**config.mk**
```make
export PLATFORM = sky130hd
export DESIGN_NAME = irq_vector_ctrl
export DESIGN_NICKNAME = d
export VERILOG_FILES = /design/src/rtl/ivc_pkg.sv /design/src/rtl/ivc_pend_reg.sv /design/src/rtl/ivc_prio_arb.sv /design/src/rtl/ivc_gie_ctrl.sv /design/src/rtl/irq_vector_ctrl.sv
export SDC_FILE = /design/constraint.sdc
export NUM_CORES = 1
export LEC_CHECK = 0
export ABC_AREA = 1
export CAP_MARGIN = 15
export CORE_AREA = 3 3 40 42
export CTS_BUF_LIST = sky130_fd_sc_hd__clkbuf_8
export DETAILED_ROUTE_END_ITERATION = 10
export DIE_AREA = 0 0 43 45
export GPL_TIMING_DRIVEN = 0
export MAX_ROUTING_LAYER = met4
export PLACE_DENSITY = 0.79
export RECOVER_POWER = 100
export SLEW_MARGIN = 20
export SYNTH_ARGS = -nofsm -noshare
export SYNTH_HDL_FRONTEND = slang
export SYNTH_SLANG_ARGS = --single-unit
```
**constraint.sdc**
```tcl
create_clock -name clk -period 0.8 [get_ports clk]
set_clock_uncertainty 0.15 [all_clocks]
set_input_delay 0.08 -clock clk [delete_from_list [all_inputs] [get_ports clk]]
set_output_delay 0.08 -clock clk [all_outputs]
set_load 0.02 [all_outputs]
```
**src/rtl/ivc_pkg.sv**
```systemverilog
package ivc_pkg;
  localparam int IVC_NUM_IRQ_DEF = 2;
  localparam int IVC_VEC_W_DEF   = 12;

  function automatic int ivc_idx_w(input int n);
    return (n > 1) ? $clog2(n) : 1;
  endfunction

  typedef enum logic [1:0] {
    GIE_HOLD = 2'd0,
    GIE_CLR  = 2'd1,
    GIE_LOAD = 2'd2,
    GIE_SET  = 2'd3
  } gie_op_e;
endpackage

```
**src/rtl/ivc_pend_reg.sv**
```systemverilog
module ivc_pend_reg #(
  parameter int NUM_IRQ = ivc_pkg::IVC_NUM_IRQ_DEF
) (
  input  logic               clk,
  input  logic               clr_all,
  input  logic [NUM_IRQ-1:0] set_req,
  input  logic [NUM_IRQ-1:0] clr_grant,
  output logic [NUM_IRQ-1:0] pend
);
  genvar gi;
  generate
    for (gi = 0; gi < NUM_IRQ; gi++) begin : g_flag
      logic flag_q;
      always_ff @(posedge clk) begin
        if (clr_all) begin
          flag_q <= 1'b0;
        end else if (set_req[gi]) begin
          flag_q <= 1'b1;
        end else if (clr_grant[gi]) begin
          flag_q <= 1'b0;
        end
      end
      assign pend[gi] = flag_q;
    end
  endgenerate
endmodule

```
**src/rtl/ivc_prio_arb.sv**
```systemverilog
module ivc_prio_arb #(
  parameter int NUM_IRQ = ivc_pkg::IVC_NUM_IRQ_DEF,
  localparam int IDX_W  = ivc_pkg::ivc_idx_w(NUM_IRQ)
) (
  input  logic [NUM_IRQ-1:0] pend,
  input  logic [NUM_IRQ-1:0] en,
  input  logic               gie,
  output logic               hit,
  output logic [NUM_IRQ-1:0] grant,
  output logic [IDX_W-1:0]   idx
);
  logic [NUM_IRQ-1:0] ready;
  assign ready = pend & en & {NUM_IRQ{gie}};

  genvar gi;
  generate
    for (gi = 0; gi < NUM_IRQ; gi++) begin : g_grant
      if (gi == 0) begin : g_first
        assign grant[gi] = ready[gi];
      end else begin : g_rest
        assign grant[gi] = ready[gi] & ~(|ready[gi-1:0]);
      end
    end
  endgenerate

  assign hit = |ready;

  always_comb begin
    idx = '0;
    for (int i = NUM_IRQ - 1; i >= 0; i--) begin
      if (ready[i]) idx = IDX_W'(i);
    end
  end
endmodule

```
**src/rtl/ivc_gie_ctrl.sv**
```systemverilog
module ivc_gie_ctrl (
  input  logic clk,
  input  logic clr_all,
  input  logic accept,
  input  logic wr,
  input  logic wdata,
  input  logic reti,
  output logic gie
);
  import ivc_pkg::*;

  gie_op_e op;
  logic    gie_q;

  always_comb begin
    if (accept)    op = GIE_CLR;
    else if (wr)   op = GIE_LOAD;
    else if (reti) op = GIE_SET;
    else           op = GIE_HOLD;
  end

  always_ff @(posedge clk) begin
    if (clr_all) begin
      gie_q <= 1'b0;
    end else begin
      case (op)
        GIE_CLR:  gie_q <= 1'b0;
        GIE_LOAD: gie_q <= wdata;
        GIE_SET:  gie_q <= 1'b1;
        default:  gie_q <= gie_q;
      endcase
    end
  end

  assign gie = gie_q;
endmodule

```
**src/rtl/irq_vector_ctrl.sv**
```systemverilog
module irq_vector_ctrl #(
  parameter int NUM_IRQ = ivc_pkg::IVC_NUM_IRQ_DEF,
  parameter int VEC_W   = ivc_pkg::IVC_VEC_W_DEF
) (
  input  logic               clk,
  input  logic               rst,
  input  logic               sys_rst_req,
  input  logic [NUM_IRQ-1:0] irq_req,
  input  logic               en_wr,
  input  logic [NUM_IRQ-1:0] en_wdata,
  input  logic               gie_wr,
  input  logic               gie_wdata,
  input  logic               reti,
  output logic               take_irq,
  output logic [VEC_W-1:0]   vec_addr,
  output logic               gie,
  output logic [NUM_IRQ-1:0] irq_pend
);
  localparam int IDX_W = ivc_pkg::ivc_idx_w(NUM_IRQ);

  logic               rst_any;
  logic [NUM_IRQ-1:0] en_q;
  logic               hit;
  logic [NUM_IRQ-1:0] grant;
  logic [IDX_W-1:0]   win_idx;
  logic               take_q;
  logic [VEC_W-1:0]   vec_q;

  assign rst_any = rst | sys_rst_req;

  always_ff @(posedge clk) begin
    if (rst_any)     en_q <= '0;
    else if (en_wr)  en_q <= en_wdata;
  end

  ivc_pend_reg #(.NUM_IRQ(NUM_IRQ)) u_pend (
    .clk       (clk),
    .clr_all   (rst_any),
    .set_req   (irq_req),
    .clr_grant (grant),
    .pend      (irq_pend)
  );

  ivc_prio_arb #(.NUM_IRQ(NUM_IRQ)) u_arb (
    .pend  (irq_pend),
    .en    (en_q),
    .gie   (gie),
    .hit   (hit),
    .grant (grant),
    .idx   (win_idx)
  );

  ivc_gie_ctrl u_gie (
    .clk     (clk),
    .clr_all (rst_any),
    .accept  (hit),
    .wr      (gie_wr),
    .wdata   (gie_wdata),
    .reti    (reti),
    .gie     (gie)
  );

  always_ff @(posedge clk) begin
    if (rst_any) begin
      take_q <= 1'b0;
      vec_q  <= '0;
    end else begin
      take_q <= hit;
      if (hit) vec_q <= VEC_W'(win_idx) + VEC_W'(1);
    end
  end

  assign take_irq = take_q;
  assign vec_addr = vec_q;
endmodule

```
### After elaboration in Yosys (flattened, before gate mapping)

Cells that the tools add are included.

* flip-flop bits (word level): 18
* latch bits: 0
* bits in writable memories: 0
* bits in read-only memories: 0
* input port bits: 11
* output and inout port bits: 16
* logic and storage cells: 29
* memories kept: 0

* add/subtract/negate cells: 1
* $mul: 0
* divide/modulo/power cells: 0
* magnitude comparators: 0
* equal/unequal tests: 3
* shifts and indexed selects: 0
* muxes and demuxes: 10
* bitwise gates (word level): 5
* reductions and logical operators: 4

Operators with widths (number)
* $mux 1: 6
* $mux 2: 3
* $and 2x2->2: 2
* $eq 2x2->1 const B: 2
* $reduce_bool 2->1: 2
* $pmux 1 s3: 1
* $reduce_bool 3->1: 1
* $add 1x1->2 const B: 1
* $eq 2x1->1 const B: 1
* $reduce_or 2->1: 1
* $and 1x1->1: 1
* $not 1->1: 1
* $or 1x1->1: 1

### Depth between registers and ports, before layout

Gate-level depths: netlist of run 1.

* depth after elaboration: 6
* depth in mapped cells: 5
* mapped depth without buffers: 5

### Hierarchy

A second synthesis of run 1 with hierarchy kept.

* cell total of the unflattened synthesis: 64
* area total of the unflattened synthesis: 451.7 µm²

Modules (own cells, without submodules)
* irq_vector_ctrl: times used 1, cells an instance 35, area each 275.3 µm², sequential area each 100.1 µm²
* ivc_pend_reg: times used 1, cells an instance 12, area each 87.6 µm², sequential area each 40.0 µm²
* ivc_gie_ctrl: times used 1, cells an instance 10, area each 53.8 µm², sequential area each 20.0 µm²
* ivc_prio_arb: times used 1, cells an instance 7, area each 35.0 µm², sequential area each 0.0 µm²

### Least setup slack after synthesis of run 1

OpenSTA, ideal clock, no wires.

* path kind: register -> register
* from: register u_gie.gie_q, in the netlist u_gie.gie
* to: register u_pend.g_flag[0].flag_q
* library setup time: 117 ps
* arrival: 797 ps
* required time: 533 ps
* setup slack: -264 ps
* cell stages (with the launch flop): 4
* path buffers: 0
* period minus slack after synthesis: 1064 ps
* path through: dfxtp_1 > nand3_2 > a21oi_1 > nor2_1

* longest elaborated chain between the ends: 2

Ends and longest elaborated chain
* start: declaration: RTL line ivc_gie_ctrl.sv:13 `logic gie_q;`
* start signal: assignment: RTL line ivc_gie_ctrl.sv:28 `GIE_LOAD: gie_q <= wdata;`
* start signal: assignment: RTL line ivc_gie_ctrl.sv:30 `default: gie_q <= gie_q;`
* $and 2x2->2: RTL line ivc_prio_arb.sv:13 `assign ready = pend & en & {NUM_IRQ{gie}};`
* $reduce_bool 2->1 (no line)
* end signal: assignment: RTL line ivc_pend_reg.sv:16 `flag_q <= 1'b0;`
* end signal: assignment: RTL line ivc_pend_reg.sv:18 `flag_q <= 1'b1;`
* end signal: assignment: RTL line ivc_pend_reg.sv:20 `flag_q <= 1'b0;`
* end: declaration: RTL line ivc_pend_reg.sv:13 `logic flag_q;`

Every way passes these cells.
A chain may end at the register's enable or synchronous reset.

### Final worst setup path of run 1

* from: register u_pend.g_flag[1].flag_q
* to: output irq_pend[1]

RTL lines
* start: declaration: RTL line ivc_pend_reg.sv:13
* start signal: assignment: RTL line ivc_pend_reg.sv:16
* start signal: assignment: RTL line ivc_pend_reg.sv:18
* start signal: assignment: RTL line ivc_pend_reg.sv:20
* end: declaration: RTL line irq_vector_ctrl.sv:17 `output logic [NUM_IRQ-1:0] irq_pend`

No word-level cell between the ends.

==> flow_summary.yaml, run 1 <==
placed_design:
  place_area_um2: 633
  numPortBuffers: 16
  place_congestion: 0.712
  hpwl_um: 655
setup_path:
  cp.required_ns: 0.57
  crit_end: "irq_pend[1]"
  ff2ff_path_depth: 5
  worstSetupStartpointType: "flip-flop"
  r2r-start: "u_gie.gie"
  cpPeakStageDelay_ns: 0.33
  path_max_fanout: 4
  slowest_stage: "dfxtp_2"
  crit_family: "flip-flops"
  crit_buf_inv: 2
  r2r_setup_slack_ns: -0.17
  crit_cells: 2
  startpoint: "u_pend.g_flag[1].flag_q"
  rr_endpoint: "u_pend.g_flag[1].flag_q"
  critPathMostFrequentCell: "buf_6"
  worst_setup_path_end_kind: "output port"
  crit_chain: "buf_6 > buf_6"
  arrival_ns: 0.78
  critPathKind: "reg2out"
cts:
  cts_buffers: 3
  cts_tree: "yes"
  clockBufferDepth: 2
  cts.clk_slew.worst_paths_ns: 0.04
  clock-root-buffer: "clkbuf_8"
  htreeDepth: 1
  clock_latency_ns: 0.23
  cts_sinks: 8
cells_and_area:
  area.growth.synth_to_final_pct: 84.3
  fin_util_pct: 58.1
  num_antenna_cells: 0
  layout_common_cells: "buf_4, conb_1, nand2_1, buf_6"
  layout_commonest_cell: "buf_4"
  post-route-cell-area_um2: 747
  fin_nets: 98
  layout-drive-gt1-share_pct: 51.2
drt:
  first_pass_iters: 1
  routedWlPerCell_um: 9.22
  drt-total-wl_um: 931
  vias: 398
  drt_drc_violations_left: 0
  ant_nets: 0
  drt-initial-drc-count: 0
  avgViaCountPerCell: 3.94
logic_synthesis:
  yosysSeqAreaShare_pct: 39.5
  syn_area_per_cell_um2: 7.37
  syn_area_um2: 405
  synth.ff_latch_count: 8
  ys_types: 11
  yosysWarnings: 0
  synth_cells: 55
timing:
  rsz0062_at_grt: "true"
  fin_hold_ws_ns: 0.0141
  timing.fmax_mhz: 986
  hold_viol_final: 0
  min_period_over_period_pct: 127
  min_period_ns: 1.01
  setup_viol: 12
  timing.final.ws_setup_ns: -0.215
  drv_slew: 0
global_route:
  antenna_found_initial: 0
  grt_pass1_vias: 357
  grt_pass1_wl_um: 1460
  grtUsageMet2_pct: 20.7
  grt.total_usage_pct: 10.5
  grt.busiest_layer: "met2"
  overflow: 0
  globalRouteMet3Util_pct: 1.20
  use_met1_pct: 9.98
  grt_max_degree: 6
power:
  power.share.switching_pct: 24.4
  power_frac_comb_pct: 19.4
  powerDensity_mw_per_mm2: 1520
  internal_power_mw: 0.861
  p_clk_share_pct: 43.2
  power.total_mw: 1.14
  p_sw_mw: 0.277
  ir_drop_uv: 862
  leakage_nw: 0.367
  power_frac_seq_pct: 37.5
floorplanning:
  die_area_mm2: 0.00194
  core.rowCount: 13
  die_w_um: 43
  boundaryPins: 27
  initial_core_util_pct: 31.5
  die_y_um: 45
  core_area_mm2: 0.00128
flow_run:
  cap_violations: 0
outcome:
  status: "finished with violations"
  violations: "setup timing"
min_path:
  hold_path.class: "in2reg"
layout make-up:
| type | count | area [um2] |
|---|---|---|
| fillers | 117 | 538 |
| multi-input cells | 38 | 206 |
| repair buffers | 18 | 185 |
| flip-flops and latches | 8 | 171 |
| plain buffers | 12 | 97.6 |
| clock buffers | 3 | 41.3 |
| inverters | 6 | 22.5 |
| well taps | 15 | 18.8 |
| clock inverters | 1 | 3.75 |
sequential cells by signal, summed over array words and instances (netlist names):
signal,count
vec_addr,2
u_pend.g_flag.flag_q,2
take_irq,1
en_q,2
u_gie.gie,1
per-layer routing:
| layer | up-vias | wire length (um) | share of wire (%) |
|---|---|---|---|
| li1 | 210 | - | - |
| met2 | 19 | 497 | 53 |
| met3 | 4 | 73 | 7.8 |
| met1 | 165 | 325 | 35 |
| met4 | 0 | 34 | 3.7 |
| met5 | - | 0 | 0 |
cells by family after synthesis:
group / count (synthesis) / synth area share [%]
simple gates: 23 / 25.6
other cells: 1 / 0.925
buf+inv: 18 / 27.8
flops: 8 / 39.5
compound gates: 5 / 6.17
tightest hold or removal path, delay by kind of cell:
family / cells / cell delay, ns
buf+inv: 1 / 0.14
compound gates: 1 / 0.06
simple gates: 1 / 0.06
power by group through the flow:
| stage | Clock [mW] | Sequential [mW] | Combinational (mW) |
|---|---|---|---|
| after global routing | 0.526 | 0.428 | 0.237 |
| after detailed placement | 0 | 0.432 | 0.197 |
| after global placement | 0 | 0.431 | 0.195 |
| final | 0.492 | 0.426 | 0.220 |
| after CTS | 0.499 | 0.426 | 0.214 |
| after floorplan | 0 | 0.433 | 0.123 |
worst min-delay path by stage:
stage,start,slack [ns],cells after the start,end
2_1_floorplan,irq_req[1],0.04,2,u_pend.g_flag[1].flag_q
5_1_grt,en_wr,0.05,3,en_q[1]
3_5_place_dp,vec_addr[1],0.30,2,vec_addr[1]
6_report,en_wr,0.01,3,en_q[1]
4_1_cts,sys_rst_req,0.14,4,u_pend.g_flag[1].flag_q
3_3_place_gp,vec_addr[1],0.28,2,vec_addr[1]
cells in the mapped netlist:
cell type / number / share of area (%)
nand2_1: 12 / 11
nor2_2: 2 / 3.1
conb_1: 1 / 0.93
or2_2: 1 / 1.5
nand3_2: 1 / 2.5
buf_4: 12 / 22
a21oi_1: 5 / 6.2
nor2_1: 4 / 3.7
dfxtp_1: 8 / 40
inv_1: 6 / 5.6
nand3_1: 3 / 3.7
per-stage QoR:
stage,TNS [ns],setup WS [ns],std cells
2_1_floorplan,-0.549,-0.114,64
6_report,-1.71,-0.215,101
5_1_grt,-2.15,-0.237,101
3_3_place_gp,-4.85,-0.524,95
3_5_place_dp,-5.02,-0.530,95
4_1_cts,-1.67,-0.219,100
what timing repair did:
action / 4_1_cts / 5_1_grt
cloned: 0 / 0
buffers inserted: 1 / 1
gates resized for setup: 55 / 4
pin swaps: 5 / 1
hold buffers: 0 / 0
setup endpoints to repair: 14 / 13
(Power assumes the default switching activity.)
==> run 2: changes to the inputs <==
--- a/config.mk
+++ b/config.mk
@@ -13,7 +13,7 @@
 export DIE_AREA = 0 0 43 45
 export GPL_TIMING_DRIVEN = 0
 export MAX_ROUTING_LAYER = met4
-export PLACE_DENSITY = 0.79
+export PLACE_DENSITY = 0.8
 export RECOVER_POWER = 100
 export SLEW_MARGIN = 20
 export SYNTH_ARGS = -nofsm -noshare
==> run 2 against run 1 <==
- the run still ends with setup timing left
- clock power increased by 3%
- sequential share of layout area up 0.40 points
- critical path depth unchanged
- clock-buffer cell count is the same
- global-route usage shrank 1.0 points
- critical path type unchanged
- largest cell class unchanged
- largest power group unchanged
==> flow_summary.yaml, run 2 (same netlist as run 1, synthesis figures left out) <==
floorplanning:
  boundaryPins: 27
  core_area_mm2: 0.00128
  die_w_um: 43
  die_area_mm2: 0.00194
  die_y_um: 45
  initial_core_util_pct: 31.5
  core.rowCount: 13
timing:
  drv_slew: 0
  timing.final.ws_setup_ns: -0.220
  min_period_ns: 1.02
  timing.fmax_mhz: 980
  rsz0062_at_grt: "true"
  hold_viol_final: 0
  setup_viol: 12
  min_period_over_period_pct: 128
global_route:
  grt.total_usage_pct: 9.46
  grt_pass1_wl_um: 1230
  grt_max_degree: 6
  antenna_found_initial: 0
  grt_pass1_vias: 322
  overflow: 0
cells_and_area:
  multi_input_area_um2: 204
  layout_common_cells: "buf_4, conb_1, nand2_1, buf_6, clkdlybuf4s50_1"
  area.growth.synth_to_final_pct: 82.4
  fin_nets: 97
  fillers: 125
  num_antenna_cells: 0
  layout-drive-gt1-share_pct: 48.2
  register_area_um2: 173
cts:
  clockBufferDepth: 2
  cts.clk_slew.worst_paths_ns: 0.04
  htreeDepth: 1
  clock_latency_ns: 0.23
  cts_buffers: 3
  cts_sinks: 8
  cts_tree: "yes"
  clock-root-buffer: "clkbuf_8"
drt:
  drt_drc_violations_left: 0
  drt-initial-drc-count: 4
  ant_nets: 0
  drt-total-wl_um: 802
  routedWlPerCell_um: 8.02
  avgViaCountPerCell: 3.89
  vias: 389
  first_pass_iters: 3
power:
  powerDensity_mw_per_mm2: 1550
  power.total_mw: 1.14
  leakage_nw: 0.360
  ir_drop_uv: 761
outcome:
  status: "finished with violations"
  violations: "setup timing"
min_path:
  hold_path.class: "in2reg"
placed_design:
  hpwl_um: 613
  numPortBuffers: 16
  dp_slack_ns: -0.540
  place_congestion: 0.679
setup_path:
  critPathKind: "reg2out"
  worst_setup_path_end_kind: "output port"
  path_max_fanout: 2
  cp.required_ns: 0.57
  arrival_ns: 0.79
  worstSetupStartpointType: "flip-flop"
flow_run:
  cap_violations: 0
run 2: layout make-up:
cell class | count | area share (%)
multi-input combinational | 38 | 27.6
timing repair buffer | 17 | 24.2
sequential | 8 | 23.4
buffer | 12 | 13.2
clock buffer | 3 | 5.58
inverter | 6 | 3.05
tap | 15 | 2.54
clock inverter | 1 | 0.508
run 2: final timing paths:
path / from / endpoint / slack [ns] / cells past startpoint
hold reg to reg: vec_addr[1] / vec_addr[1] / 0.31 / 2
setup reg to reg: u_pend.g_flag[1].flag_q / u_pend.g_flag[1].flag_q / -0.17 / 5
hold / removal: en_wr / en_q[1] / 0.008 / 3
setup / recovery: u_pend.g_flag[0].flag_q / irq_pend[0] / -0.22 / 2
run 2: per-layer routing:
metal	global-route usage, %	part of all wire (%)
met3	3.59	11
met5	-	0
met1	8.98	35
met4	10.8	3.9
met2	13.8	50
run 2: per-stage QoR:
stage | cell area (um2) | instances | hold slack, ns | setup TNS [ns] | utilization [%]
2_1_floorplan | 454 | 64 | 0.0405 | -0.549 | -
3_3_place_gp | 633 | 95 | 0.286 | -4.84 | 49.3
3_5_place_dp | 633 | 95 | 0.305 | -4.95 | 49.3
4_1_cts | 731 | 100 | 0.119 | -1.86 | 56.9
5_1_grt | 739 | 100 | 0.0281 | -2.22 | 57.5
6_report | 739 | 100 | 0.00765 | -1.78 | 57.5
run 2: worst max-delay path, stage by stage, from the launching register on:
cell and delay (ns):
dfxtp_4 0.34, buf_6 0.11, buf_6 0.12
run 2: power breakdown:
| group | total, mW | switching, mW | internal [mW] |
|---|---|---|---|
| clock network | 0.505 | 0.171 | 0.333 |
| logic | 0.215 | 0.0985 | 0.117 |
| registers | 0.423 | 0.0139 | 0.409 |
run 2: timing repair:
item                                    CTS  global route
gates cloned                              0             0
hold buffers                              0             0
pin swaps                                 4             1
endpoints found under the setup margin   14            14
resized for setup                        54             3
hold endpoints to repair                  0             0
setup buffers                             1             0
